==> config.mk <==
export PLATFORM = sky130hd
export DESIGN_NAME = pulse_window_timer
export DESIGN_NICKNAME = d
export VERILOG_FILES = /design/src/rtl/pwc_pkg.sv /design/src/rtl/pwc_sync_edge.sv /design/src/rtl/pwc_regs.sv /design/src/rtl/pwc_meas.sv /design/src/rtl/pwc_status.sv /design/src/rtl/pulse_window_timer.sv
export SDC_FILE = /design/constraint.sdc
export NUM_CORES = 1
export LEC_CHECK = 0
export ABC_CLOCK_PERIOD_IN_PS = 6610
export BUFFER_PORTS_ARGS = -buffer_cell sky130_fd_sc_hd__buf_2
export CORE_MARGIN = 2
export CORE_UTILIZATION = 35
export DETAILED_ROUTE_END_ITERATION = 6
export GPL_TIMING_DRIVEN = 0
export SYNTH_ARGS = -nofsm -noshare
export SYNTH_HDL_FRONTEND = slang
export SYNTH_SLANG_ARGS = --single-unit
==> constraint.sdc <==
create_clock -name clk_i -period 6.61 [get_ports clk_i]
set_input_delay 1.322 -clock clk_i [delete_from_list [all_inputs] [get_ports clk_i]]
set_output_delay 1.322 -clock clk_i [all_outputs]
set_load 0.01 [all_outputs]
==> src/rtl/pwc_pkg.sv <==
package pwc_pkg;
  localparam int unsigned AW    = 3;
  localparam int unsigned NFLAG = 4;
  localparam int unsigned NLIM  = 4;

  typedef enum logic [AW-1:0] {
    A_CTRL = 3'd0,
    A_STAT = 3'd1,
    A_CMP  = 3'd2,
    A_WMAX = 3'd3,
    A_WMIN = 3'd4,
    A_PMAX = 3'd5,
    A_CNT  = 3'd6,
    A_CAP  = 3'd7
  } reg_addr_e;

  // flag bit positions
  localparam int unsigned F_MATCH = 0;
  localparam int unsigned F_WOVF  = 1;
  localparam int unsigned F_WUDF  = 2;
  localparam int unsigned F_POVF  = 3;

  // limit array slots, address = A_CMP + slot
  localparam int unsigned L_CMP  = 0;
  localparam int unsigned L_WMAX = 1;
  localparam int unsigned L_WMIN = 2;
  localparam int unsigned L_PMAX = 3;

  typedef enum logic [1:0] {
    PH_IDLE,
    PH_WIDTH,
    PH_PERIOD
  } phase_e;

  typedef struct packed {
    logic [NFLAG-1:0] en;
    logic             pol;
    logic             mode;
  } ctrl_t;

  localparam int unsigned CTRL_W = $bits(ctrl_t);
endpackage

==> src/rtl/pwc_sync_edge.sv <==
module pwc_sync_edge #(
  parameter int unsigned STAGES = 2
) (
  input  logic clk_i,
  input  logic rst_ni,
  input  logic sig_i,
  output logic rise_o,
  output logic fall_o
);
  // STAGES synchronizer flops plus one history flop
  logic [STAGES:0] s_q;

  always_ff @(posedge clk_i or negedge rst_ni) begin
    if (!rst_ni) s_q <= '0;
    else         s_q <= {s_q[STAGES-1:0], sig_i};
  end

  assign rise_o =  s_q[STAGES-1] & ~s_q[STAGES];
  assign fall_o = ~s_q[STAGES-1] &  s_q[STAGES];
endmodule

==> src/rtl/pwc_regs.sv <==
module pwc_regs
  import pwc_pkg::*;
#(
  parameter int unsigned DW = 16
) (
  input  logic                      clk_i,
  input  logic                      rst_ni,
  input  logic                      we_i,
  input  logic [AW-1:0]             addr_i,
  input  logic [DW-1:0]             wdata_i,
  output ctrl_t                     ctrl_o,
  output logic [NLIM-1:0][DW-1:0]   lim_o,
  output logic                      pend_o,
  output logic [AW-1:0]             pend_addr_o,
  output logic [DW-1:0]             pend_data_o
);
  logic          pend_q;
  logic [AW-1:0] pend_addr_q;
  logic [DW-1:0] pend_data_q;
  ctrl_t         ctrl_q;

  // phase one: latch the access
  always_ff @(posedge clk_i or negedge rst_ni) begin
    if (!rst_ni) begin
      pend_q      <= 1'b0;
      pend_addr_q <= '0;
      pend_data_q <= '0;
    end else begin
      pend_q <= we_i;
      if (we_i) begin
        pend_addr_q <= addr_i;
        pend_data_q <= wdata_i;
      end
    end
  end

  // phase two: commit
  always_ff @(posedge clk_i or negedge rst_ni) begin
    if (!rst_ni)                                  ctrl_q <= '0;
    else if (pend_q && pend_addr_q == A_CTRL)     ctrl_q <= ctrl_t'(pend_data_q[CTRL_W-1:0]);
  end

  for (genvar g = 0; g < NLIM; g++) begin : g_lim
    localparam logic [DW-1:0] RST = (g == L_WMIN) ? '0 : '1;
    localparam logic [AW-1:0] ADR = AW'(int'(A_CMP) + g);
    logic [DW-1:0] lim_q;
    always_ff @(posedge clk_i or negedge rst_ni) begin
      if (!rst_ni)                            lim_q <= RST;
      else if (pend_q && pend_addr_q == ADR)  lim_q <= pend_data_q;
    end
    assign lim_o[g] = lim_q;
  end

  assign ctrl_o      = ctrl_q;
  assign pend_o      = pend_q;
  assign pend_addr_o = pend_addr_q;
  assign pend_data_o = pend_data_q;
endmodule

==> src/rtl/pwc_meas.sv <==
module pwc_meas
  import pwc_pkg::*;
#(
  parameter int unsigned DW = 16
) (
  input  logic             clk_i,
  input  logic             rst_ni,
  input  logic             mode_i,
  input  logic             pol_i,
  input  logic             rise_i,
  input  logic             fall_i,
  input  logic             cmp_block_i,
  input  logic [DW-1:0]    cmp_i,
  input  logic [DW-1:0]    wmax_i,
  input  logic [DW-1:0]    wmin_i,
  input  logic [DW-1:0]    pmax_i,
  output logic [DW-1:0]    cnt_o,
  output logic [DW-1:0]    cap_o,
  output logic [NFLAG-1:0] set_o
);
  logic [DW-1:0]    cnt_q, cnt_d, cnt_inc, cap_q, cap_d;
  phase_e           ph_q, ph_d;
  logic             start_edge, stop_edge;
  logic [NFLAG-1:0] set;

  assign cnt_inc    = cnt_q + 1'b1;
  assign start_edge = pol_i ? fall_i : rise_i;
  assign stop_edge  = pol_i ? rise_i : fall_i;

  always_comb begin
    cnt_d = cnt_inc;
    cap_d = cap_q;
    ph_d  = ph_q;
    set   = '0;
    if (!mode_i) begin
      ph_d = PH_IDLE;
      if (cnt_q == cmp_i && !cmp_block_i) set[F_MATCH] = 1'b1;
    end else begin
      unique case (ph_q)
        PH_IDLE: begin
          if (start_edge) begin
            cnt_d = '0;
            ph_d  = PH_WIDTH;
          end
        end
        PH_WIDTH: begin
          if (stop_edge) begin
            cap_d        = cnt_inc;
            set[F_WOVF]  = cnt_inc > wmax_i;
            set[F_WUDF]  = cnt_inc < wmin_i;
            ph_d         = PH_PERIOD;
          end
        end
        PH_PERIOD: begin
          if (start_edge) begin
            cap_d       = cnt_inc;
            set[F_POVF] = cnt_inc > pmax_i;
            cnt_d       = '0;
            ph_d        = PH_WIDTH;
          end
        end
        default: ph_d = PH_IDLE;
      endcase
    end
  end

  always_ff @(posedge clk_i or negedge rst_ni) begin
    if (!rst_ni) begin
      cnt_q <= '0;
      cap_q <= '0;
      ph_q  <= PH_IDLE;
    end else begin
      cnt_q <= cnt_d;
      cap_q <= cap_d;
      ph_q  <= ph_d;
    end
  end

  assign cnt_o = cnt_q;
  assign cap_o = cap_q;
  assign set_o = set;
endmodule

==> src/rtl/pwc_status.sv <==
module pwc_status
  import pwc_pkg::*;
(
  input  logic             clk_i,
  input  logic             rst_ni,
  input  logic             clr_en_i,
  input  logic [NFLAG-1:0] keep_i,
  input  logic [NFLAG-1:0] set_i,
  input  logic [NFLAG-1:0] en_i,
  output logic [NFLAG-1:0] flags_o,
  output logic             irq_o
);
  logic [NFLAG-1:0] flags_q, flags_d;

  // set wins over a coincident clear
  always_comb begin
    flags_d = clr_en_i ? (flags_q & keep_i) : flags_q;
    flags_d = flags_d | set_i;
  end

  always_ff @(posedge clk_i or negedge rst_ni) begin
    if (!rst_ni) flags_q <= '0;
    else         flags_q <= flags_d;
  end

  assign flags_o = flags_q;
  assign irq_o   = |(flags_q & en_i);
endmodule

==> src/rtl/pulse_window_timer.sv <==
module pulse_window_timer
  import pwc_pkg::*;
#(
  parameter int unsigned DW          = 16,
  parameter int unsigned SYNC_STAGES = 2
) (
  input  logic             clk_i,
  input  logic             rst_ni,
  input  logic             we_i,
  input  logic [AW-1:0]    addr_i,
  input  logic [DW-1:0]    wdata_i,
  output logic [DW-1:0]    rdata_o,
  input  logic             sig_i,
  output logic [NFLAG-1:0] flags_o,
  output logic             irq_o
);
  ctrl_t                    ctrl_q;
  logic [NLIM-1:0][DW-1:0]  lim;
  logic                     pend_q;
  logic [AW-1:0]            pend_addr_q;
  logic [DW-1:0]            pend_data_q;
  logic                     rise, fall, cmp_block, clr_en;
  logic [DW-1:0]            cnt_q, cap_q;
  logic [NFLAG-1:0]         set;
  logic [1:0]               lim_sel;

  pwc_regs #(.DW(DW)) i_regs (
    .clk_i      (clk_i),
    .rst_ni     (rst_ni),
    .we_i       (we_i),
    .addr_i     (addr_i),
    .wdata_i    (wdata_i),
    .ctrl_o     (ctrl_q),
    .lim_o      (lim),
    .pend_o     (pend_q),
    .pend_addr_o(pend_addr_q),
    .pend_data_o(pend_data_q)
  );

  pwc_sync_edge #(.STAGES(SYNC_STAGES)) i_sync (
    .clk_i (clk_i),
    .rst_ni(rst_ni),
    .sig_i (sig_i),
    .rise_o(rise),
    .fall_o(fall)
  );

  assign cmp_block = pend_q && pend_addr_q == A_CMP;
  assign clr_en    = pend_q && pend_addr_q == A_STAT;

  pwc_meas #(.DW(DW)) i_meas (
    .clk_i      (clk_i),
    .rst_ni     (rst_ni),
    .mode_i     (ctrl_q.mode),
    .pol_i      (ctrl_q.pol),
    .rise_i     (rise),
    .fall_i     (fall),
    .cmp_block_i(cmp_block),
    .cmp_i      (lim[L_CMP]),
    .wmax_i     (lim[L_WMAX]),
    .wmin_i     (lim[L_WMIN]),
    .pmax_i     (lim[L_PMAX]),
    .cnt_o      (cnt_q),
    .cap_o      (cap_q),
    .set_o      (set)
  );

  pwc_status i_status (
    .clk_i   (clk_i),
    .rst_ni  (rst_ni),
    .clr_en_i(clr_en),
    .keep_i  (pend_data_q[NFLAG-1:0]),
    .set_i   (set),
    .en_i    (ctrl_q.en),
    .flags_o (flags_o),
    .irq_o   (irq_o)
  );

  assign lim_sel = 2'(addr_i - AW'(A_CMP));

  always_comb begin
    unique case (reg_addr_e'(addr_i))
      A_CTRL:  rdata_o = {{(DW-CTRL_W){1'b0}}, ctrl_q};
      A_STAT:  rdata_o = {{(DW-NFLAG){1'b0}}, flags_o};
      A_CNT:   rdata_o = cnt_q;
      A_CAP:   rdata_o = cap_q;
      default: rdata_o = lim[lim_sel];
    endcase
  end
endmodule

==> results of run 1 <==
==> through the flow <==
step | cell area [um2] | worst slack (ps) | util (%) | power, uW
after floorplan | 7510 | 2819 | - | 2023
after global placement | 8059 | 2031 | 38.34 | 2367
after detailed placement | 8093 | 2038 | 38.50 | 2390
after CTS | 8712 | 2044 | 41.44 | 3403
after global routing | 8712 | 1964 | 41.44 | 3585
final | 8712 | 2047 | 41.44 | 3390
==> cell usage in the layout (no fill, tap or decap), types with 3 or more instances in the layout <==
| cell type | netlist | routed |
|---|---|---|
| sky130_fd_sc_hd__buf_4 | 3 | 3 |
| sky130_fd_sc_hd__dfrtp_1 | 83 | 83 |
| sky130_fd_sc_hd__xor2_1 | 21 | 21 |
| sky130_fd_sc_hd__nand4_1 | 10 | 10 |
| sky130_fd_sc_hd__mux2_4 | 8 | 8 |
| sky130_fd_sc_hd__xnor2_1 | 10 | 10 |
| sky130_fd_sc_hd__clkinv_4 | 0 | 3 |
| sky130_fd_sc_hd__inv_1 | 62 | 62 |
| sky130_fd_sc_hd__a21oi_1 | 25 | 25 |
| sky130_fd_sc_hd__and2_1 | 14 | 14 |
| sky130_fd_sc_hd__a22o_1 | 4 | 4 |
| sky130_fd_sc_hd__nor2b_1 | 5 | 5 |
| sky130_fd_sc_hd__mux4_2 | 16 | 16 |
| sky130_fd_sc_hd__buf_2 | 6 | 46 |
| sky130_fd_sc_hd__o22ai_1 | 8 | 8 |
| sky130_fd_sc_hd__nand2_1 | 36 | 36 |
| sky130_fd_sc_hd__nand3_1 | 15 | 15 |
| sky130_fd_sc_hd__nor4_1 | 4 | 4 |
| sky130_fd_sc_hd__clkbuf_16 | 0 | 17 |
| sky130_fd_sc_hd__nor3_1 | 6 | 6 |
| sky130_fd_sc_hd__clkbuf_1 | 14 | 17 |
| sky130_fd_sc_hd__dfstp_2 | 48 | 48 |
| sky130_fd_sc_hd__nor2_1 | 20 | 20 |
| sky130_fd_sc_hd__bufinv_16 | 0 | 4 |
| sky130_fd_sc_hd__ha_1 | 51 | 51 |
| sky130_fd_sc_hd__o211ai_1 | 5 | 5 |
| sky130_fd_sc_hd__mux2i_1 | 17 | 17 |
| sky130_fd_sc_hd__mux2_2 | 81 | 81 |
| sky130_fd_sc_hd__buf_6 | 2 | 3 |
| sky130_fd_sc_hd__o21ai_0 | 30 | 30 |
| sky130_fd_sc_hd__a22oi_1 | 5 | 5 |
| sky130_fd_sc_hd__clkinvlp_4 | 0 | 3 |
==> layer usage <==
layer  part of all wire, %  vias to the layer above
met3                   4.7                       34
li1                      -                     2461
met1                    47                     2658
met5                     0                        -
met4                   2.4                        0
met2                    46                      127
==> state kept, by name, indices dropped and copies added, names as in the netlist <==
signal and cells:
i_meas.ph_q 2, i_regs.ctrl_o 6, i_sync.s_q 3, i_status.flags_o 4, i_regs.pend_o 1, i_regs.g_lim.lim_q 64
i_meas.cap_o 16, i_regs.pend_data_o 16, i_regs.pend_addr_o 3, i_meas.cnt_o 16
==> worst max-delay path, delay by kind of cell <==
kind,cells,cell delay [ps]
buffers and inverters,4,1620
AO/OA/AOI/OAI,2,290
==> how the worst max path moves through the flow <==
stage                              to  slack, ps  cells past startpoint
final                      rdata_o[3]       2050                      6
after global routing       rdata_o[3]       1960                      6
after CTS                  rdata_o[3]       2040                      6
after detailed placement   rdata_o[3]       2040                      6
after global placement     rdata_o[3]       2030                      6
after floorplan           rdata_o[10]       2820                      6
==> where the power goes <==
part	switching (uW)	internal [uW]	total [uW]
logic	561	510	1070
registers	214	1110	1320
clock network	366	632	999
==> cell families after synthesis <==
| family | share of synthesized area [%] |
|---|---|
| compound gates | 8.781 |
| xor+xnor | 3.615 |
| fa+ha+maj | 8.497 |
| buf+inv | 4.965 |
| flops | 44.45 |
| mux | 20.96 |
| simple gates | 8.730 |
==> layout make-up <==
| type | count | area share (%) |
|---|---|---|
| repair buffers | 42 | 2.743 |
| multi-input cells | 432 | 43.60 |
| inverters | 62 | 2.671 |
| plain buffers | 28 | 1.608 |
| flip-flops and latches | 131 | 38.32 |
| clock buffers | 20 | 5.012 |
| clock inverters | 12 | 2.097 |
| well taps | 275 | 3.949 |
==> results, run 1 <==
- The Yosys step of the flow raised 0 warnings.
- The last weighted congestion value of the routability-driven placer is 0.8900.
- The worst register-to-register path has a depth of 11.
- In the finished design, the share of the clock period the worst path needs comes to 69.03%.
- Dividing the detail-routed via count by the number of cells gives 5.269.
- The largest driver fanout on the critical path is 10.
- The full die area is 22,640 um2.
- The CTS tree is built.
- The final routed wire length divided by cell count is 19.49 um.
- The initial antenna violation count was 0.
- The total routing resource utilization after global routing is 18.35%.
- The global-route wire length before repair is 30,860 um.
- The placed instance count is 970.
- The repair_antennas step left the layout with diodes totalling 0.
- Summing all multi-input logic gate instances after layout gives 3799 um2.
- The run finished with clean final reports.
- The largest net degree at the start of global routing is 91.
- The leakage component of the power is 0.003936 uW.
- The worst reg2reg path startpoint is i_meas.cnt_o[0].
- The busiest layer in global routing is met2.
- The post-synthesis area per instance is 11.50 um2.
- The first detailed-routing pass took 5 iterations.
- In this run the tightest slew margin relative to its limit is 29.92%.
- For the pin with the worst max-slew slack, the measured transition is 1043 ps.
- The filler cell count is 1,982.
- The initial core utilization is 35.72%.
- After detailed routing, the number of remaining DRC violations is 0.
- Of all cell types, the one taking the most synthesized area is sky130_fd_sc_hd__dfrtp_1.
- For this run the aggregate overflow at the end of global routing stands at 0.
- The share of the Yosys chip area taken by registers is 44.45%.
- Counting stages on the worst path, the most repeated cell is sky130_fd_sc_hd__clkbuf_1.
- The data required time of the critical path is 5290 ps.
- The violation count after the first detailed-routing iteration is 373.
- Row generation in the floorplan step produced 53 rows.
- The area growth from synthesis to layout is 16.01%.
- The top-area cell type share of the netlist area is 27.66%.
- In the synthesized netlist, the cells that appear most often are 83 x sky130_fd_sc_hd__dfrtp_1, 81 x sky130_fd_sc_hd__mux2_2, 62 x sky130_fd_sc_hd__inv_1, 51 x sky130_fd_sc_hd__ha_1, 48 x sky130_fd_sc_hd__dfstp_2.
- The worst-skew pair later-pin latency is 430 ps.
- Input and output buffers added on the ports amount to 41.
- The share of post-route cells with drive strength above 1 is 33.43%.
- STA classifies the critical path endpoint as an output port.
- The worst-case vdd ir drop is 0.2055 mV.
- The cell area after synthesis is 7510 um2.
- The area of the core is 21,020 um2.
- During I/O placement, the number of pins put on the boundary was 44.
- The share of synthesized flip-flops with an asynchronous set or reset is 100.0%.
- The number of clock sinks is 131.
- The setup slack of the worst register-to-register path is 3310 ps.
- The number of vias in the routed layout is 5,280.
- The number of post-CTS setup repair buffers is 0.
- The terminus of the critical flop-to-flop path is i_status.flags_o[3].
- The delay of the slowest cell on the worst path is 640 ps.
- The met1 capacity usage during global routing is 25.48%.
- The startpoint of the most critical hold path is i_sync.s_q[0].
- Setup repair after global routing left no endpoint under its margin.
- Synthesis inferred 131 register bits.
- The most common flop cell mapped by yosys is sky130_fd_sc_hd__dfrtp_1.
- The largest buffer count on any clock path is 2.
- The clock transition time at the flip-flop clock pins of the worst setup and hold paths is 60 ps.
- The destination of the worst hold path is i_sync.s_q[1].
- Synthesis produced 653 cells.
- The number of global-route vias before repair is 5,304.
- The minimum period implied by the final worst setup slack is 4563 ps.
- The net count of the mapped netlist is 727.
- Yosys instantiated no cell more often than sky130_fd_sc_hd__dfrtp_1.
- Global routing used 3.515% of the available met3 tracks.
- The critical path in this run is classified as in -> out.
- CTS placed an instance of sky130_fd_sc_hd__clkbuf_16 at the clock tree root.
- In this run the worst setup path begins at addr_i[1].
- The number of hold violations in the final report is 0.
- Power spread over the standard cell area amounts to 389.1 nW/um2.
- Ranked by total cell area, the synthesized netlist is headed by sky130_fd_sc_hd__dfrtp_1 28%, sky130_fd_sc_hd__dfstp_2 17%, sky130_fd_sc_hd__mux2_2 12%.
- The storage element area is 3338 um2.
- The setup skew after layout is 11.46 ps.
- The number of gates resized after CTS is 0.
- Buffers inserted during clock tree synthesis total 17.
- The sum of negative setup slack is 0 ps.
- For this design, the slowest cell found on the critical path is sky130_fd_sc_hd__clkbuf_1.
- The arrival time at the worst endpoint is 3240 ps.
- The maximum clock frequency is 0.2192 GHz.
- Walking the worst path, the cells encountered are clkbuf_1 > clkbuf_1 > clkbuf_1 > o211ai_1 > o21ai_0 > buf_2.
- The final number of max-transition violations came to 0.
- In this run, post-CTS hold repair placed 0 buffers.
- The number of unique standard cell types used by synthesis is 60.
- STA classifies the critical path startpoint as an input pin.
- The post-layout instance count excluding filler cells is 1,002.
- The wire length reported by the detailed router is 19,530 um.
- The die is 150.5 um wide.
- CTS built an H-tree with a depth of 4.
- The tool flagged a number of max-cap violations equal to 0.
- The tightest hold margin is 349.3 ps.
- Setup violations remaining at the end of the flow were counted as 0.
- The chip height is 150.5 um.
- Along the worst hold path, the cell count comes to 0.
- The tightest min-delay check is of the reg -> reg type.
- Once detail routing completed, the nets flagged for antenna violations numbered 0.
- The HPWL after detailed placement is 14,970 um.
- The met2 track demand over resource in global routing is 28.68%.
- At the end of the flow, the number of nets in the layout was 788.
- Counting flops with a built-in enable in the synthesized netlist gives 0.
Note: power is estimated with default switching activity, not from simulation.
==> inputs of run 2 (changes only) <==
--- a/config.mk
+++ b/config.mk
@@ -5,7 +5,8 @@
 export SDC_FILE = /design/constraint.sdc
 export NUM_CORES = 1
 export LEC_CHECK = 0
-export ABC_CLOCK_PERIOD_IN_PS = 6610
+export ABC_AREA = 1
+export ABC_CLOCK_PERIOD_IN_PS = 3750
 export BUFFER_PORTS_ARGS = -buffer_cell sky130_fd_sc_hd__buf_2
 export CORE_MARGIN = 2
 export CORE_UTILIZATION = 35
==> constraint.sdc (replaced) <==
create_clock -name clk_i -period 3.75 [get_ports clk_i]
set_input_delay 0.75 -clock clk_i [delete_from_list [all_inputs] [get_ports clk_i]]
set_output_delay 0.75 -clock clk_i [all_outputs]
set_load 0.01 [all_outputs]
==> results, run 2 <==
- The top cell types in the final layout, fill and taps aside, are 289 x sky130_fd_sc_hd__nand2_1, 131 x sky130_fd_sc_hd__inv_1, 121 x sky130_fd_sc_hd__o21ai_0, 83 x sky130_fd_sc_hd__dfrtp_1, 56 x sky130_fd_sc_hd__nor2_1.
- The chip height is 149.9 um (-0.39%).
- The final cell utilization of the core was 41.46% (about the same).
- The top-area cell type share of the netlist area is 27.88% (+0.22 points).
- The antenna diode instance count was 0 (unchanged).
- The arrival time at the worst endpoint is 2250 ps (-990 ps).
- The I/O pin count is 44 (unchanged).
- The clock period could shrink to 2997 ps.
- The total routing resource utilization after global routing came to 20.13% (+1.8 points).
- Summed over all instances, the cell type with the most area after synthesis is sky130_fd_sc_hd__dfrtp_1.
- The share of post-route cells with drive strength above 1 is 15.48% (-18 points).
- The number of clock sinks is 131 (unchanged).
- The count of maximum capacitance violations came to 0 (unchanged).
- STA classifies the critical path endpoint as an output port.
- Compared with the post-synthesis result, the final layout area differs by 16.61%.
- The setup skew after layout is 8.553 ps (-2.904 ps).
- The path class of the tightest hold or removal check is in -> async.
- The area of the core is 20,960 um2 (-0.32%).
- The standard-cell row count was 53 (unchanged).
- The number of global-route vias before repair is 6,060 (+14%).
- Setup repair after global routing left no endpoint under its margin.
- The HPWL after detailed placement is 16,750 um (+12%).
- The sequential element share of the synthesized area is 44.81% (+0.36 points).
- The count of input and output buffers was 43 (+4.9%).
- The final number of max-transition violations is 0 (unchanged).
- The initial core utilization was 35.55% (-0.17 points).
- The global-route met3 utilization came to 3.140% (-0.37 points).
- CTS placed an instance of sky130_fd_sc_hd__clkbuf_16 at the clock tree root.
- In the synthesized netlist the dominant register cell turns out to be sky130_fd_sc_hd__dfrtp_1.
- By count the netlist is led by 289 x sky130_fd_sc_hd__nand2_1, 131 x sky130_fd_sc_hd__inv_1, 121 x sky130_fd_sc_hd__o21ai_0, 83 x sky130_fd_sc_hd__dfrtp_1, 56 x sky130_fd_sc_hd__nor2_1.
- The via-per-instance ratio came to 4.924 (-6.6%).
- The horizontal die dimension is 149.9 um (-0.39%).
- The number of nets with antenna violations after detailed routing is 0 (unchanged).
- The final routed wire length divided by cell count came to 16.38 um (-16%).
- The CTS tree is built.
- The global-route wire length before repair is 34,120 um (+11%).
- The cell area after synthesis is 7450 um2 (-0.80%).
- The number of hold buffers added after CTS came to 0 (unchanged).
- The clock transition time at the flip-flop clock pins of the worst setup and hold paths is 60 ps (about the same).
- The transition time of the tightest slew-check pin is 576.2 ps (-467.0 ps).
- The initial antenna violation count is 0 (unchanged).
- The number of hold violations in the final report is 0 (unchanged).
- Ranked by total cell area, the synthesized netlist is headed by sky130_fd_sc_hd__dfrtp_1 28%, sky130_fd_sc_hd__dfstp_2 17%, sky130_fd_sc_hd__nand2_1 15%.
- The share of synthesized flip-flops with an asynchronous set or reset is 100.0% (unchanged).
- The busiest layer in global routing is met2.
- The worst-skew pair later-pin latency was 430 ps (about the same).
- The overall power of the completed layout is 5875 uW (+73%).
- The leakage component of the power came to 0.004282 uW (+8.8%).
- The sum of negative setup slack is 0 ps (unchanged).
- The largest buffer count on any clock path is 2 (unchanged).
- The post-synthesis area per instance is 7.883 um2 (-31%).
- The residual DRC count is 0 (unchanged).
- The number of nets in the final layout is 1,082 (+37%).
- The worst slew margin relative to its limit is 61.31% (+31 points).
- The number of warnings printed during yosys synthesis is 0 (unchanged).
- The portion of the clock cycle consumed by the worst path in the final layout is 79.93%.
- The tightest hold margin is 213.3 ps (-136.0 ps).
- The wire length reported by the detailed router is 21,230 um (+8.7%).
- The net count of the mapped netlist is 1,019 (+40%).
- The full die area is 22,470 um2 (-0.78%).
- The largest driver fanout on the critical path is 10 (unchanged).
- The remaining global-route overflow is 0 (unchanged).
- The number of gates resized after CTS came to 0 (unchanged).
- The run finished with clean final reports.
- The leading cell type by number of instances after synthesis is sky130_fd_sc_hd__nand2_1.
- The largest register by flop count is i_regs.g_lim.lim_q.
- The worst-case vdd ir drop is 0.3489 mV (+70%).
- The critical path start-end classification is in -> out.
- The number of unique standard cell types used by synthesis is 40 (-33%).
- The met2 track demand over resource in global routing is 31.69% (+3.0 points).
- The number of setup violations in the final report is 0 (unchanged).
- The maximum clock frequency is 0.3336 GHz.
- The largest net degree at the start of global routing is 97 (+6.6%).
- The number of flip-flops in the largest register came to 64 (unchanged).
- The number of H-tree levels was 4 (unchanged).
- The number of vias in the routed layout is 6,381 (+21%).
- The last weighted congestion value of the routability-driven placer is 0.9130 (+2.6%).
- The total power density per cell area is 676.3 nW/um2 (+74%).
- The library cell used most frequently in the layout, excluding fill and tap cells, is sky130_fd_sc_hd__nand2_1.
- The post-synthesis sequential element count was 131 (unchanged).
- The number of detailed-routing iterations run before antenna repair came to 5 (unchanged).
- The number of post-CTS setup repair buffers is 0 (unchanged).
- The number of standard cells after synthesis is 945 (+45%).
- The number of buffers created by CTS is 17 (unchanged).
- The number of synthesized flops with an enable pin is 0 (unchanged).
- The sort of element at the start of the critical path is an input pin.
- The violation count after the first detailed-routing iteration was 520 (+39%).
- The data required time of the critical path came to 3000 ps (-2290 ps).
- The met1 capacity usage during global routing is 28.59% (+3.1 points).
[run 2: changes by cell type after synthesis, sizes merged, moves of 9 or more]
cell | before | now
and2 | 15 | 1
a22oi | 5 | 15
mux4 | 16 | 0
xor2 | 21 | 9
xnor2 | 10 | 1
nand2 | 36 | 295
mux2i | 17 | 0
nor2 | 20 | 63
inv | 62 | 134
o2111ai | 2 | 12
o21ai | 30 | 131
mux2 | 90 | 1
[run 2: critical path: stages]
cell and delay, ps:
sky130_fd_sc_hd__buf_2 150, sky130_fd_sc_hd__inv_2 60, sky130_fd_sc_hd__nor2_2 450, sky130_fd_sc_hd__buf_4 290, sky130_fd_sc_hd__nand2_1 70, sky130_fd_sc_hd__o2111ai_1 130
sky130_fd_sc_hd__nand2_1 140, sky130_fd_sc_hd__nand2_1 80, sky130_fd_sc_hd__buf_2 130
[run 2: kinds of logic after synthesis]
| family | after synthesis | share of synthesized area (%) |
|---|---|---|
| XOR/XNOR | 10 | 1.176 |
| flip-flops | 131 | 44.81 |
| AND/OR/NAND/NOR | 389 | 21.53 |
| adder cells (fa/ha/maj) | 51 | 8.566 |
| multiplexers | 1 | 0.1511 |
| AO/OA/AOI/OAI | 200 | 15.18 |
| buffers and inverters | 163 | 8.582 |
[run 2: final timing paths]
kind | startpoint | slack (ps) | to | cells past startpoint
max in group asynchronous | rst_ni | 2710 | i_regs.g_lim[3].lim_q[9] | 2
hold / removal | rst_ni | 210 | i_meas.ph_q[1] | 1
setup / recovery | addr_i[0] | 750 | rdata_o[7] | 9
hold reg to reg | i_sync.s_q[0] | 360 | i_sync.s_q[1] | 0
min in group clk_i | i_sync.s_q[0] | 360 | i_sync.s_q[1] | 0
setup reg to reg | i_meas.cnt_o[0] | 950 | i_status.flags_o[2] | 14
[run 2: per-stage QoR]
step | worst slack (ps) | area, um2 | cells
final | 752.5 | 8687 | 1296
after global routing | 612.5 | 8687 | 1296
after CTS | 730.2 | 8687 | 1296
after detailed placement | 740.1 | 8043 | 1264
after global placement | 151.0 | 8009 | 1263
after floorplan | 1402 | 7450 | 945
[run 2: power breakdown]
group / total (uW) / internal, uW / switching [uW] / leakage, uW
sequential: 2220 / 1860 / 351 / 0.00157
clock: 1840 / 1130 / 701 / 0.000309
combinational: 1820 / 681 / 1140 / 0.00241
total: 5870 / 3680 / 2200 / 0.00428
[run 2: final cells by class]
cell class,instances,area (um2)
Buffer,29,136.4
Tap cell,275,344.1
Multi-Input combinational cell,651,3472
Clock buffer,17,425.4
Inverter,134,503.0
Clock inverter,15,219.0
Timing Repair Buffer,44,249.0
Sequential cell,131,3338
Fill cell,2186,12270
[run 2: metal layers]
layer	wire length, um	share of wire, %
met4	389	1.8
met3	1045	4.9
met5	0	0
met1	10090	48
met2	9705	46
==> inputs of run 3 (changes only) <==
--- a/config.mk
+++ b/config.mk
@@ -5,8 +5,8 @@
 export SDC_FILE = /design/constraint.sdc
 export NUM_CORES = 1
 export LEC_CHECK = 0
-export ABC_AREA = 1
-export ABC_CLOCK_PERIOD_IN_PS = 3750
+export ABC_AREA = 0
+export ABC_CLOCK_PERIOD_IN_PS = 2400
 export BUFFER_PORTS_ARGS = -buffer_cell sky130_fd_sc_hd__buf_2
 export CORE_MARGIN = 2
 export CORE_UTILIZATION = 35
==> constraint.sdc (replaced) <==
create_clock -name clk_i -period 2.4 [get_ports clk_i]
set_input_delay 0.48 -clock clk_i [delete_from_list [all_inputs] [get_ports clk_i]]
set_output_delay 0.48 -clock clk_i [all_outputs]
set_load 0.01 [all_outputs]
==> results, run 3 (synthesis gave the netlist of run 1 again) <==
- The run finished, with violations left.
- The checks that failed: negative setup slack.
- The global-route met3 utilization was 3.000% (-0.14 points).
- The violation count after the first detailed-routing iteration is 318 (-39%).
- The total power density per cell area is 1025 nW/um2 (+52%).
- The share of post-route cells with drive strength above 1 is 42.95% (+27 points).
- The I/O pin count came to 44 (unchanged).
- The leakage component of the power is 0.004209 uW (-1.7%).
- The remaining global-route overflow was 0 (unchanged).
- The number of hold buffers added after CTS is 0 (unchanged).
- The standard-cell row count was 53 (unchanged).
- The final number of max-transition violations was 0 (unchanged).
- Derived from the worst setup path, the maximum achievable clock frequency is 0.3761 GHz.
- The tightest hold margin is 1.930 ps (-211.4 ps).
- The launch point of the critical path is i_meas.cnt_o[2].
- In the finished design, the share of the clock period the worst path needs comes to 110.8%.
- The data required time of the critical path is 2690 ps (-310 ps).
- STA classifies the critical path startpoint as a flop.
- The number of vias in the routed layout is 5,350 (-16%).
- The count of maximum capacitance violations is 0 (unchanged).
- The CTS root buffer is sky130_fd_sc_hd__clkbuf_16.
- The area of the core is 21,020 um2 (+0.32%).
- The HPWL after detailed placement was 15,020 um (-10%).
- The post-layout instance count excluding filler cells is 1,027 (-21%).
- The worst-skew pair later-pin latency was 430 ps (about the same).
- The setup skew after layout is 11.63 ps (+3.077 ps).
- The chip height came to 150.5 um (+0.39%).
- The wire length reported by the detailed router was 19,890 um (-6.3%).
- The via-per-instance ratio is 5.209 (+5.8%).
- The worst setup path endpoint is i_status.flags_o[3].
- The worst slew margin relative to its limit came to 29.15% (-32 points).
- The busiest layer in global routing is met2.
- The total routing resource utilization after global routing is 18.59% (-1.5 points).
- Setup repair after global routing could not meet its margin everywhere.
- The setup slack of the worst register-to-register path is -260 ps (-1210 ps).
- The initial core utilization is 35.72% (+0.17 points).
- The minimum period implied by the final worst setup slack is 2659 ps.
- The number of nets with antenna violations after detailed routing came to 0 (unchanged).
- The number of buffers created by CTS was 17 (unchanged).
- The met2 track demand over resource in global routing came to 28.34% (-3.3 points).
- TritonCTS built the clock tree.
- The residual DRC count is 0 (unchanged).
- The worst-case vdd ir drop came to 0.5390 mV (+54%).
- The number of setup violations in the final report is 3 (+3).
- The number of nets in the final layout came to 813 (-25%).
- The antenna diode instance count was 0 (unchanged).
- The number of clock sinks is 131 (unchanged).
- The largest buffer count on any clock path is 2 (unchanged).
- The final routed wire length divided by cell count is 19.37 um (+18%).
- The horizontal die dimension came to 150.5 um (+0.39%).
- The commonest non-fill, non-tap cell in the layout is sky130_fd_sc_hd__mux2_2.
- In this run the critical register-to-register path is captured at i_status.flags_o[3].
- The storage element area was 3351 um2 (+0.37%).
- The arrival time at the worst endpoint is 2950 ps (+700 ps).
- The overall power of the completed layout is 9507 uW (+62%).
- The placed instance count is 970 (-23%).
- The met1 capacity usage during global routing was 25.67% (-2.9 points).
- The count of input and output buffers is 41 (-4.7%).
- The clock transition time at the flip-flop clock pins of the worst setup and hold paths is 60 ps (about the same).
- The worst setup path is captured at a flop.
- The area growth from synthesis to layout is 23.51%.
- The number of detailed-routing iterations run before antenna repair was 4 (-1).
- The last weighted congestion value of the routability-driven placer is 0.9101 (-0.32%).
- The min-delay analysis places its worst path in the category in -> async.
- The largest register by flop count is i_regs.g_lim.lim_q.
- The critical path is of the reg -> reg type.
- The depth of the most critical reg-to-reg path was 11 (-3).
- The transition time of the tightest slew-check pin came to 1055 ps (+478.5 ps).
- The largest driver fanout on the critical path is 6 (-4).
- The number of global-route vias before repair is 5,326 (-12%).
- The full die area came to 22,640 um2 (+0.79%).
- The number of H-tree levels is 4 (unchanged).
- The top cell types in the final layout, fill and taps aside, are 81 x sky130_fd_sc_hd__mux2_2, 73 x sky130_fd_sc_hd__dfrtp_1, 62 x sky130_fd_sc_hd__inv_1, 48 x sky130_fd_sc_hd__ha_1, 48 x sky130_fd_sc_hd__dfstp_2.
- The largest net degree at the start of global routing came to 76 (-22%).
- The number of flip-flops in the largest register came to 64 (unchanged).
- The filler cell count is 1,926 (-12%).
- The global-route wire length before repair was 30,990 um (-9.2%).
- The worst reg2reg path startpoint is i_meas.cnt_o[2].
- The slack of the critical path is -258.6 ps (-1011 ps).
- The multi-input logic area came to 4090 um2 (+18%).
- The initial antenna violation count is 0 (unchanged).
- The number of hold violations in the final report is 0 (unchanged).
-- run 3: metrics by stage --
stage	util, %	cell area, um2	setup TNS, ps	worst slack, ps
after floorplan	-	7559	0	2.610
after global placement	38.57	8108	-96520	-962.3
after detailed placement	38.73	8142	-7260	-752.7
after CTS	43.43	9129	-544.4	-200.2
after global routing	44.12	9275	-1000	-360.5
final	44.12	9275	-612.0	-258.6
-- run 3: worst max-delay path, stage by stage, from the launching register on --
cell                        delay [ps]
sky130_fd_sc_hd__dfrtp_1           310
sky130_fd_sc_hd__clkbuf_4          190
sky130_fd_sc_hd__nand3_2           160
sky130_fd_sc_hd__nor3_4            240
sky130_fd_sc_hd__and3_4            270
sky130_fd_sc_hd__xor2_4            280
sky130_fd_sc_hd__ha_4              180
sky130_fd_sc_hd__nand4_1            90
sky130_fd_sc_hd__nor2_2            210
sky130_fd_sc_hd__nand4_1           210
sky130_fd_sc_hd__o2111ai_2         250
sky130_fd_sc_hd__a22oi_1           120
-- run 3: cell type report --
cell class	instances	area share [%]
buffer	28	2.226
clock buffer	18	4.627
clock inverter	14	1.943
inverter	62	2.509
multi-input combinational	432	44.10
sequential	131	36.13
tap	275	3.710
timing repair buffer	67	4.762
-- run 3: where the power goes --
group	internal, uW	switching, uW
clock network	1640	1010
registers	3050	589
logic	1550	1660
-- run 3: worst min-delay path by stage --
stage	endpoint	slack [ps]	depth (start not counted)
final	i_regs.pend_data_o[11]	2	1
after global routing	i_regs.pend_data_o[10]	60	1
after CTS	i_regs.pend_data_o[11]	30	1
after detailed placement	i_sync.s_q[1]	340	0
after global placement	i_sync.s_q[1]	330	0
after floorplan	i_meas.cap_o[0]	180	0
-- run 3: layer usage --
metal / vias up / wire [um]
li1: 2509 / -
met3: 49 / 749
met2: 117 / 9022
met1: 2675 / 9273
met5: - / 0
met4: 0 / 844
-- run 3: what timing repair did --
action | in CTS | in global routing
cloned | 0 | 0
resized for setup | 62 | 13
setup buffers | 15 | 10
endpoints found under the setup margin | 19 | 14
pin swaps | 19 | 0
